===== src/rtl/rxs_pkg.sv =====
package rxs_pkg;
  localparam int MAX_BITS = 9;
  localparam int OVS_MAX  = 16;
  localparam int CNT_W    = $clog2(OVS_MAX + 1);

  typedef struct packed {
    logic [MAX_BITS-1:0] data;
    logic                fe;
    logic                pe;
  } rx_char_t;

  typedef enum logic [2:0] {
    S_IDLE, S_START, S_DATA, S_PAR, S_STOP
  } rx_state_e;
endpackage


===== src/rtl/rxs_sampler.sv =====
module rxs_sampler
  import rxs_pkg::*;
(
  input  logic       clk,
  input  logic       rst_n,
  input  logic       en,
  input  logic       tick,
  input  logic       rx_in,
  input  logic       dbl,
  input  logic [2:0] len_sel,
  input  logic       par_en,
  input  logic       par_odd,
  output logic       start_ok,
  output logic       done,
  output logic       addr_bit,
  output rx_char_t   ch
);
  logic                s1_q, s2_q;
  rx_state_e           st_q, st_n;
  logic [CNT_W-1:0]    cnt_q, cnt_n, ovs, vpt;
  logic [1:0]          samp_q, samp_n;
  logic [3:0]          bit_q, bit_n, nbits;
  logic [MAX_BITS-1:0] sh_q, sh_n;
  logic                par_q, par_n;
  logic                maj, at_vote, at_end;

  assign ovs     = dbl ? CNT_W'(8) : CNT_W'(16);
  assign vpt     = dbl ? CNT_W'(6) : CNT_W'(10);
  assign nbits   = (len_sel > 3'd3) ? 4'd9 : ({1'b0, len_sel} + 4'd5);
  assign at_vote = tick && (cnt_q == vpt);
  assign at_end  = tick && (cnt_q == ovs);
  assign maj     = (samp_q[1] & samp_q[0]) | (samp_q[1] & s2_q) | (samp_q[0] & s2_q);

  // next state
  always_comb begin
    st_n     = st_q;
    cnt_n    = cnt_q;
    samp_n   = samp_q;
    bit_n    = bit_q;
    sh_n     = sh_q;
    par_n    = par_q;
    start_ok = 1'b0;
    done     = 1'b0;
    if (tick && st_q != S_IDLE) begin
      cnt_n = (cnt_q == ovs) ? CNT_W'(1) : cnt_q + CNT_W'(1);
      if (cnt_q >= vpt - CNT_W'(2) && cnt_q < vpt) samp_n = {samp_q[0], s2_q};
    end
    case (st_q)
      S_IDLE: if (tick && !s2_q) begin
        st_n  = S_START;
        cnt_n = CNT_W'(1);
        bit_n = '0;
        sh_n  = '0;
      end
      S_START: begin
        if (at_vote) begin
          if (maj) st_n = S_IDLE;
          else     start_ok = 1'b1;
        end else if (at_end) st_n = S_DATA;
      end
      S_DATA: begin
        if (at_vote) sh_n[bit_q] = maj;
        if (at_end) begin
          if (bit_q == nbits - 4'd1) st_n = par_en ? S_PAR : S_STOP;
          else                       bit_n = bit_q + 4'd1;
        end
      end
      S_PAR: begin
        if (at_vote)     par_n = maj;
        else if (at_end) st_n  = S_STOP;
      end
      S_STOP: if (at_vote) begin
        done = 1'b1;
        st_n = S_IDLE;
      end
      default: st_n = S_IDLE;
    endcase
    if (!en) begin
      st_n     = S_IDLE;
      start_ok = 1'b0;
      done     = 1'b0;
    end
  end

  assign ch.data  = sh_q;
  assign ch.fe    = ~maj;
  assign ch.pe    = par_en & (^sh_q ^ par_q ^ par_odd);
  assign addr_bit = sh_q[nbits - 4'd1];

  // registers
  always_ff @(posedge clk or negedge rst_n) begin
    if (!rst_n) begin
      s1_q   <= 1'b1;
      s2_q   <= 1'b1;
      st_q   <= S_IDLE;
      cnt_q  <= '0;
      samp_q <= '0;
      bit_q  <= '0;
      sh_q   <= '0;
      par_q  <= 1'b0;
    end else begin
      s1_q   <= rx_in;
      s2_q   <= s1_q;
      st_q   <= st_n;
      cnt_q  <= cnt_n;
      samp_q <= samp_n;
      bit_q  <= bit_n;
      sh_q   <= sh_n;
      par_q  <= par_n;
    end
  end


  confirm_in_start_chk: assert property (@(posedge clk) disable iff (!rst_n)
    start_ok |=> (st_q == S_START || st_q == S_DATA));
endmodule


===== src/rtl/rxs_fifo.sv =====
module rxs_fifo
  import rxs_pkg::*;
#(
  parameter int DEPTH = 2
) (
  input  logic     clk,
  input  logic     rst_n,
  input  logic     flush,
  input  logic     push,
  input  rx_char_t wdata,
  input  logic     pop,
  output rx_char_t head,
  output logic     nempty,
  output logic     full
);
  localparam int PW = (DEPTH > 1) ? $clog2(DEPTH) : 1;
  localparam int CW = $clog2(DEPTH + 1);

  rx_char_t        mem [DEPTH];
  logic [PW-1:0]   wr_q, wr_n, rd_q, rd_n;
  logic [CW-1:0]   cnt_q, cnt_n;

  assign nempty = (cnt_q != '0);
  assign full   = (cnt_q == CW'(DEPTH));
  assign head   = mem[rd_q];

  // next state
  always_comb begin
    wr_n  = wr_q;
    rd_n  = rd_q;
    cnt_n = cnt_q;
    if (flush) begin
      wr_n  = '0;
      rd_n  = '0;
      cnt_n = '0;
    end else begin
      if (push) wr_n = (wr_q == PW'(DEPTH - 1)) ? '0 : wr_q + PW'(1);
      if (pop)  rd_n = (rd_q == PW'(DEPTH - 1)) ? '0 : rd_q + PW'(1);
      if (push && !pop)      cnt_n = cnt_q + CW'(1);
      else if (pop && !push) cnt_n = cnt_q - CW'(1);
    end
  end

  // registers
  always_ff @(posedge clk or negedge rst_n) begin
    if (!rst_n) begin
      wr_q  <= '0;
      rd_q  <= '0;
      cnt_q <= '0;
      for (int i = 0; i < DEPTH; i++) mem[i] <= '0;
    end else begin
      wr_q  <= wr_n;
      rd_q  <= rd_n;
      cnt_q <= cnt_n;
      for (int i = 0; i < DEPTH; i++)
        if (push && !flush && wr_q == PW'(i)) mem[i] <= wdata;
    end
  end


  no_overflow_chk: assert property (@(posedge clk) disable iff (!rst_n)
    push |-> (!full || pop));

  no_underflow_chk: assert property (@(posedge clk) disable iff (!rst_n)
    pop |-> nempty);
endmodule


===== src/rtl/serial_rx_core.sv =====
module serial_rx_core
  import rxs_pkg::*;
#(
  parameter int DEPTH = 2
) (
  input  logic                clk,
  input  logic                rst_n,
  input  logic                rx_enable,
  input  logic                baud_tick,
  input  logic                rx_in,
  input  logic                dbl_speed,
  input  logic [2:0]          len_sel,
  input  logic                par_en,
  input  logic                par_odd,
  input  logic                mp_mode,
  input  logic                rxc_ie,
  input  logic                global_ie,
  input  logic                rd_pop,
  output logic [MAX_BITS-1:0] rd_data,
  output logic                rd_valid,
  output logic                rd_frame_err,
  output logic                rd_parity_err,
  output logic                rd_overrun,
  output logic                irq
);
  rx_char_t ch, head, wdata, hold_q, hold_n;
  logic     start_ok, done, addr_bit;
  logic     nempty, full, push, pop_ok, space, accept, flush;
  logic     hold_v_q, hold_v_n, ovr_q, ovr_n, ovr_evt;

  rxs_sampler u_smp (
    .clk(clk), .rst_n(rst_n), .en(rx_enable), .tick(baud_tick), .rx_in(rx_in),
    .dbl(dbl_speed), .len_sel(len_sel), .par_en(par_en), .par_odd(par_odd),
    .start_ok(start_ok), .done(done), .addr_bit(addr_bit), .ch(ch)
  );

  rxs_fifo #(.DEPTH(DEPTH)) u_buf (
    .clk(clk), .rst_n(rst_n), .flush(flush), .push(push), .wdata(wdata),
    .pop(pop_ok), .head(head), .nempty(nempty), .full(full)
  );

  assign flush   = ~rx_enable;
  assign pop_ok  = rd_pop & nempty;
  assign space   = ~full | pop_ok;
  assign accept  = done & (~mp_mode | addr_bit);
  assign push    = ~flush & (hold_v_q ? space : (accept & space));
  assign wdata   = hold_v_q ? hold_q : ch;
  assign ovr_evt = start_ok & full & hold_v_q & ~pop_ok;

  // next state
  always_comb begin
    hold_n   = hold_q;
    hold_v_n = hold_v_q;
    ovr_n    = ovr_q;
    if (flush) begin
      hold_v_n = 1'b0;
      ovr_n    = 1'b0;
    end else begin
      if (pop_ok) ovr_n = 1'b0;
      if (ovr_evt) begin
        ovr_n    = 1'b1;
        hold_v_n = 1'b0;
      end else if (hold_v_q && push) begin
        hold_v_n = accept;
        hold_n   = ch;
      end else if (!hold_v_q && accept && !space) begin
        hold_v_n = 1'b1;
        hold_n   = ch;
      end
    end
  end

  // registers
  always_ff @(posedge clk or negedge rst_n) begin
    if (!rst_n) begin
      hold_q   <= '0;
      hold_v_q <= 1'b0;
      ovr_q    <= 1'b0;
    end else begin
      hold_q   <= hold_n;
      hold_v_q <= hold_v_n;
      ovr_q    <= ovr_n;
    end
  end

  assign rd_data       = head.data;
  assign rd_valid      = nempty;
  assign rd_frame_err  = nempty & head.fe;
  assign rd_parity_err = nempty & head.pe;
  assign rd_overrun    = ovr_q;
  assign irq           = rxc_ie & global_ie & nempty;


  hold_needs_full_chk: assert property (@(posedge clk) disable iff (!rst_n)
    hold_v_q |-> full);

  ovr_cause_chk: assert property (@(posedge clk) disable iff (!rst_n)
    $rose(ovr_q) |-> $past(hold_v_q && full && start_ok));

  mp_drop_chk: assert property (@(posedge clk) disable iff (!rst_n)
    (done && mp_mode && !addr_bit && !hold_v_q) |-> !push);

  flush_clear_chk: assert property (@(posedge clk) disable iff (!rst_n)
    !rx_enable |=> (!rd_valid && !rd_overrun && !hold_v_q));
endmodule


===== config.mk =====
export PLATFORM = sky130hd
export DESIGN_NAME = serial_rx_core
export DESIGN_NICKNAME = d
export VERILOG_FILES = /design/src/rtl/rxs_pkg.sv /design/src/rtl/rxs_sampler.sv /design/src/rtl/rxs_fifo.sv /design/src/rtl/serial_rx_core.sv
export SDC_FILE = /design/constraint.sdc
export NUM_CORES = 1
export LEC_CHECK = 0
export BUFFER_PORTS_ARGS = -buffer_cell sky130_fd_sc_hd__buf_2
export CORE_MARGIN = 1.5
export CORE_UTILIZATION = 40
export DETAILED_ROUTE_END_ITERATION = 10
export SLEW_MARGIN = 25
export SYNTH_ARGS = -nofsm -noshare
export SYNTH_HDL_FRONTEND = slang
export SYNTH_SLANG_ARGS = --single-unit

===== constraint.sdc =====
create_clock -name clk -period 3.65 [get_ports clk]
set_input_delay 0.365 -clock clk [delete_from_list [all_inputs] [get_ports clk]]
set_output_delay 0.365 -clock clk [all_outputs]
set_load 0.01 [all_outputs]

==> flow_summary.json <==
{
  "post-route-util": 0.461,
  "rsz0062_at_grt": "false",
  "post-route-period-util": 0.779,
  "drc": 0,
  "clkPwrFrac": 0.357,
  "crit_path_end_kind": "flop",
  "status": "finished, final reports clean",
  "overflow": 0,
  "io_pins": 29,
  "worst_slew_margin_rel": 0.497,
  "drive_above_1_share": 0.261,
  "ant_nets": 0,
  "worst-r2r-setup-slack_ps": 990,
  "leakagePower_nw": 2.04,
  "finalWirelength_um": 7880,
  "numPortBuffers": 28,
  "drt_iter0_drc": 140,
  "switching_share": 0.301,
  "hold_viol": 0,
  "htree_levels": 3,
  "cts_resized": 0,
  "syn_nets": 397,
  "crit-reg2reg-launch": "u_smp.cnt_q[2]",
  "clk_latency_ps": 350,
  "grt_pass1_wl_um": 13500,
  "synth.avg_cell_area_sq_um": 10.4,
  "fmax_mhz": 352,
  "crit_path_start_kind": "input pin",
  "synthCells": 370,
  "gp_congestion": 0.824,
  "die_w_um": 101,
  "track_usage": 0.170,
  "postCtsHoldBufs": 0,
  "area_growth_pct": 11.0,
  "clkSlewWorstSetupHoldPaths_ps": 70,
  "min_period_ps": 2840,
  "yosys_warnings": 0,
  "cts_buffers": 9,
  "maxCapViolations": 0,
  "finalSetupViolations": 0,
  "cp.required_ps": 3880,
  "final_common_cell": "dfrtp_1",
  "cts_tree": "yes",
  "post_cts_buffers": 0,
  "grt_max_degree": 38,
  "combPwrFrac": 0.175,
  "vias": 2755,
  "yosysUniqueCellTypes": 53,
  "wire_per_inst_um": 14.8,
  "reg2regPathDepth": 8,
  "ys.flop_type": "dfrtp_1",
  "hold_path_class": "in -> async",
  "most-common-layout-cells": "63 x dfrtp_1, 42 x nand2_1, 31 x mux2_2, 28 x buf_2, 23 x nor2_1",
  "clock_skew_ps": 6.84,
  "synth-edff-count": 0,
  "start_util": 0.415,
  "clock_sinks": 65,
  "tns_ps": 0,
  "die-area_sq_um": 10200,
  "nets": 424,
  "async_reset_ff_frac": 1.00,
  "fp.dieH_um": 101,
  "arrival_ps": 3080,
  "grt_antenna_before_repair": 0,
  "multi_input_area_sq_um": 2060,
  "pwr-share-seq": 0.468,
  "regArea_sq_um": 1630,
  "n_fill_cell": 906,
  "rows": 35,
  "tightest_slew_ps": 754,
  "cts_max_path_buffers": 2,
  "path_max_fanout": 15,
  "grt_pass1_vias": 2806,
  "dr.pass1.iters": 4,
  "hpwl_um": 5720,
  "viasPerCell": 5.19,
  "antenna_cells": 0,
  "synth_top_area_share": 0.409,
  "clock-root-buffer": "clkbuf_8",
  "finalMaxSlewViolations": 0,
  "yosysTopAreaCell": "dfrtp_1",
  "yosys_register_bits": 65,
  "core_sq_um": 9280,
  "intPower_mw": 1.21,
  "r2r-end": "u_buf.mem[1]",
  "ir_drop_uv": 314,
  "ys_seq_area_frac": 0.422,
  "p_switching_mw": 0.522,
  "netlist_top_cells_area": "dfrtp_1 41%, mux2_2 9.0%, mux2_4 7.4%",
  "worst-setup-path-type": "in -> reg",
  "syn_area_sq_um": 3860,
  "p_per_area_nw_per_um2": 405
}
==> kinds of logic after synthesis <==
kind of cell,after synthesis,share of synthesized area
DFF,65,0.422
muxes,63,0.199
adders and majority gates,13,0.0415
AOI/OAI and AO/OA,65,0.109
and+or+nand+nor,114,0.146
buffers and inverters,33,0.0435
xor gates and xnor gates,17,0.0386
==> worst max path at each step <==
stage	endpoint	depth (start not counted)	slack [ps]	start
after global placement	u_buf.mem[1]	10	550	len_sel[0]
final	u_buf.mem[1]	10	810	len_sel[0]
after floorplan	u_buf.mem[0]	11	1060	len_sel[0]
after global routing	u_buf.mem[1]	10	670	len_sel[0]
after CTS	u_buf.mem[1]	10	830	len_sel[0]
after detailed placement	u_buf.mem[1]	10	450	len_sel[0]
==> critical path, cell delays in order <==
cell and delay (ps):
buf_2 250, ha_1 200, ha_1 350, nand2_4 100, mux2_1 210, nand3_1 80
a311o_1 420, o211ai_4 300, and4_4 430, mux2_2 360
==> power by group through the flow <==
stage	logic, mW	clock network (mW)	registers, mW
3_5_place_dp	0.306	0	0.825
2_1_floorplan	0.248	0	0.799
5_1_grt	0.346	0.669	0.819
3_3_place_gp	0.299	0	0.825
4_1_cts	0.308	0.639	0.812
6_report	0.305	0.619	0.812
==> through the flow <==
step	area (sq um)	power, mW	hold WS (ps)	setup WS (ps)	instances
6_report	4280	1.74	42.0	808	531
3_3_place_gp	4080	1.12	348	547	515
4_1_cts	4280	1.76	51.4	829	531
3_5_place_dp	4080	1.13	349	454	515
2_1_floorplan	3860	1.05	69.4	1060	370
5_1_grt	4280	1.83	87.6	673	531
==> per-layer routing <==
layer | part of all wire | global-route usage
met1 | 0.46 | 0.211
met2 | 0.49 | 0.280
met3 | 0.038 | 0.0476
met4 | 0.019 | 0.0684
met5 | 0 | 0
==> cells in the mapped netlist, types with 3 or more instances <==
master / n
inv_1: 19
nand2b_1: 4
a21oi_1: 17
mux2_4: 19
buf_6: 3
xor2_1: 3
ha_1: 12
nor2_1: 23
nor2b_1: 7
dfrtp_1: 63
mux2i_1: 9
nand3_1: 11
and3_1: 6
clkbuf_1: 7
mux2_1: 4
a21o_1: 6
mux2_2: 31
nand2_1: 42
o21ai_0: 22
xnor2_1: 14
and2_1: 3
o22ai_1: 3
nand4_1: 3
nor3_1: 6
==> final cells by class <==
type,count,area share
sequential,65,0.380
multi-input combinational,272,0.481
timing repair buffer,30,0.0362
inverter,19,0.0167
tap,129,0.0377
clock buffer,10,0.0321
clock inverter,6,0.0155
==> sequential cells by signal, summed over array words and instances, names as in the netlist <==
signal        cells
u_buf.mem        22
hold_q           11
u_smp.sh_q        9
u_smp.cnt_q       5
u_smp.bit_q       4
u_smp.st_q        3
u_buf.cnt_q       2
u_smp.samp_q      2
hold_v_q          1
rd_overrun        1
u_buf.rd_q        1
u_buf.wr_q        1
u_smp.par_q       1
u_smp.s1_q        1
u_smp.s2_q        1
No activity file was read; power rests on OpenSTA's default activity.
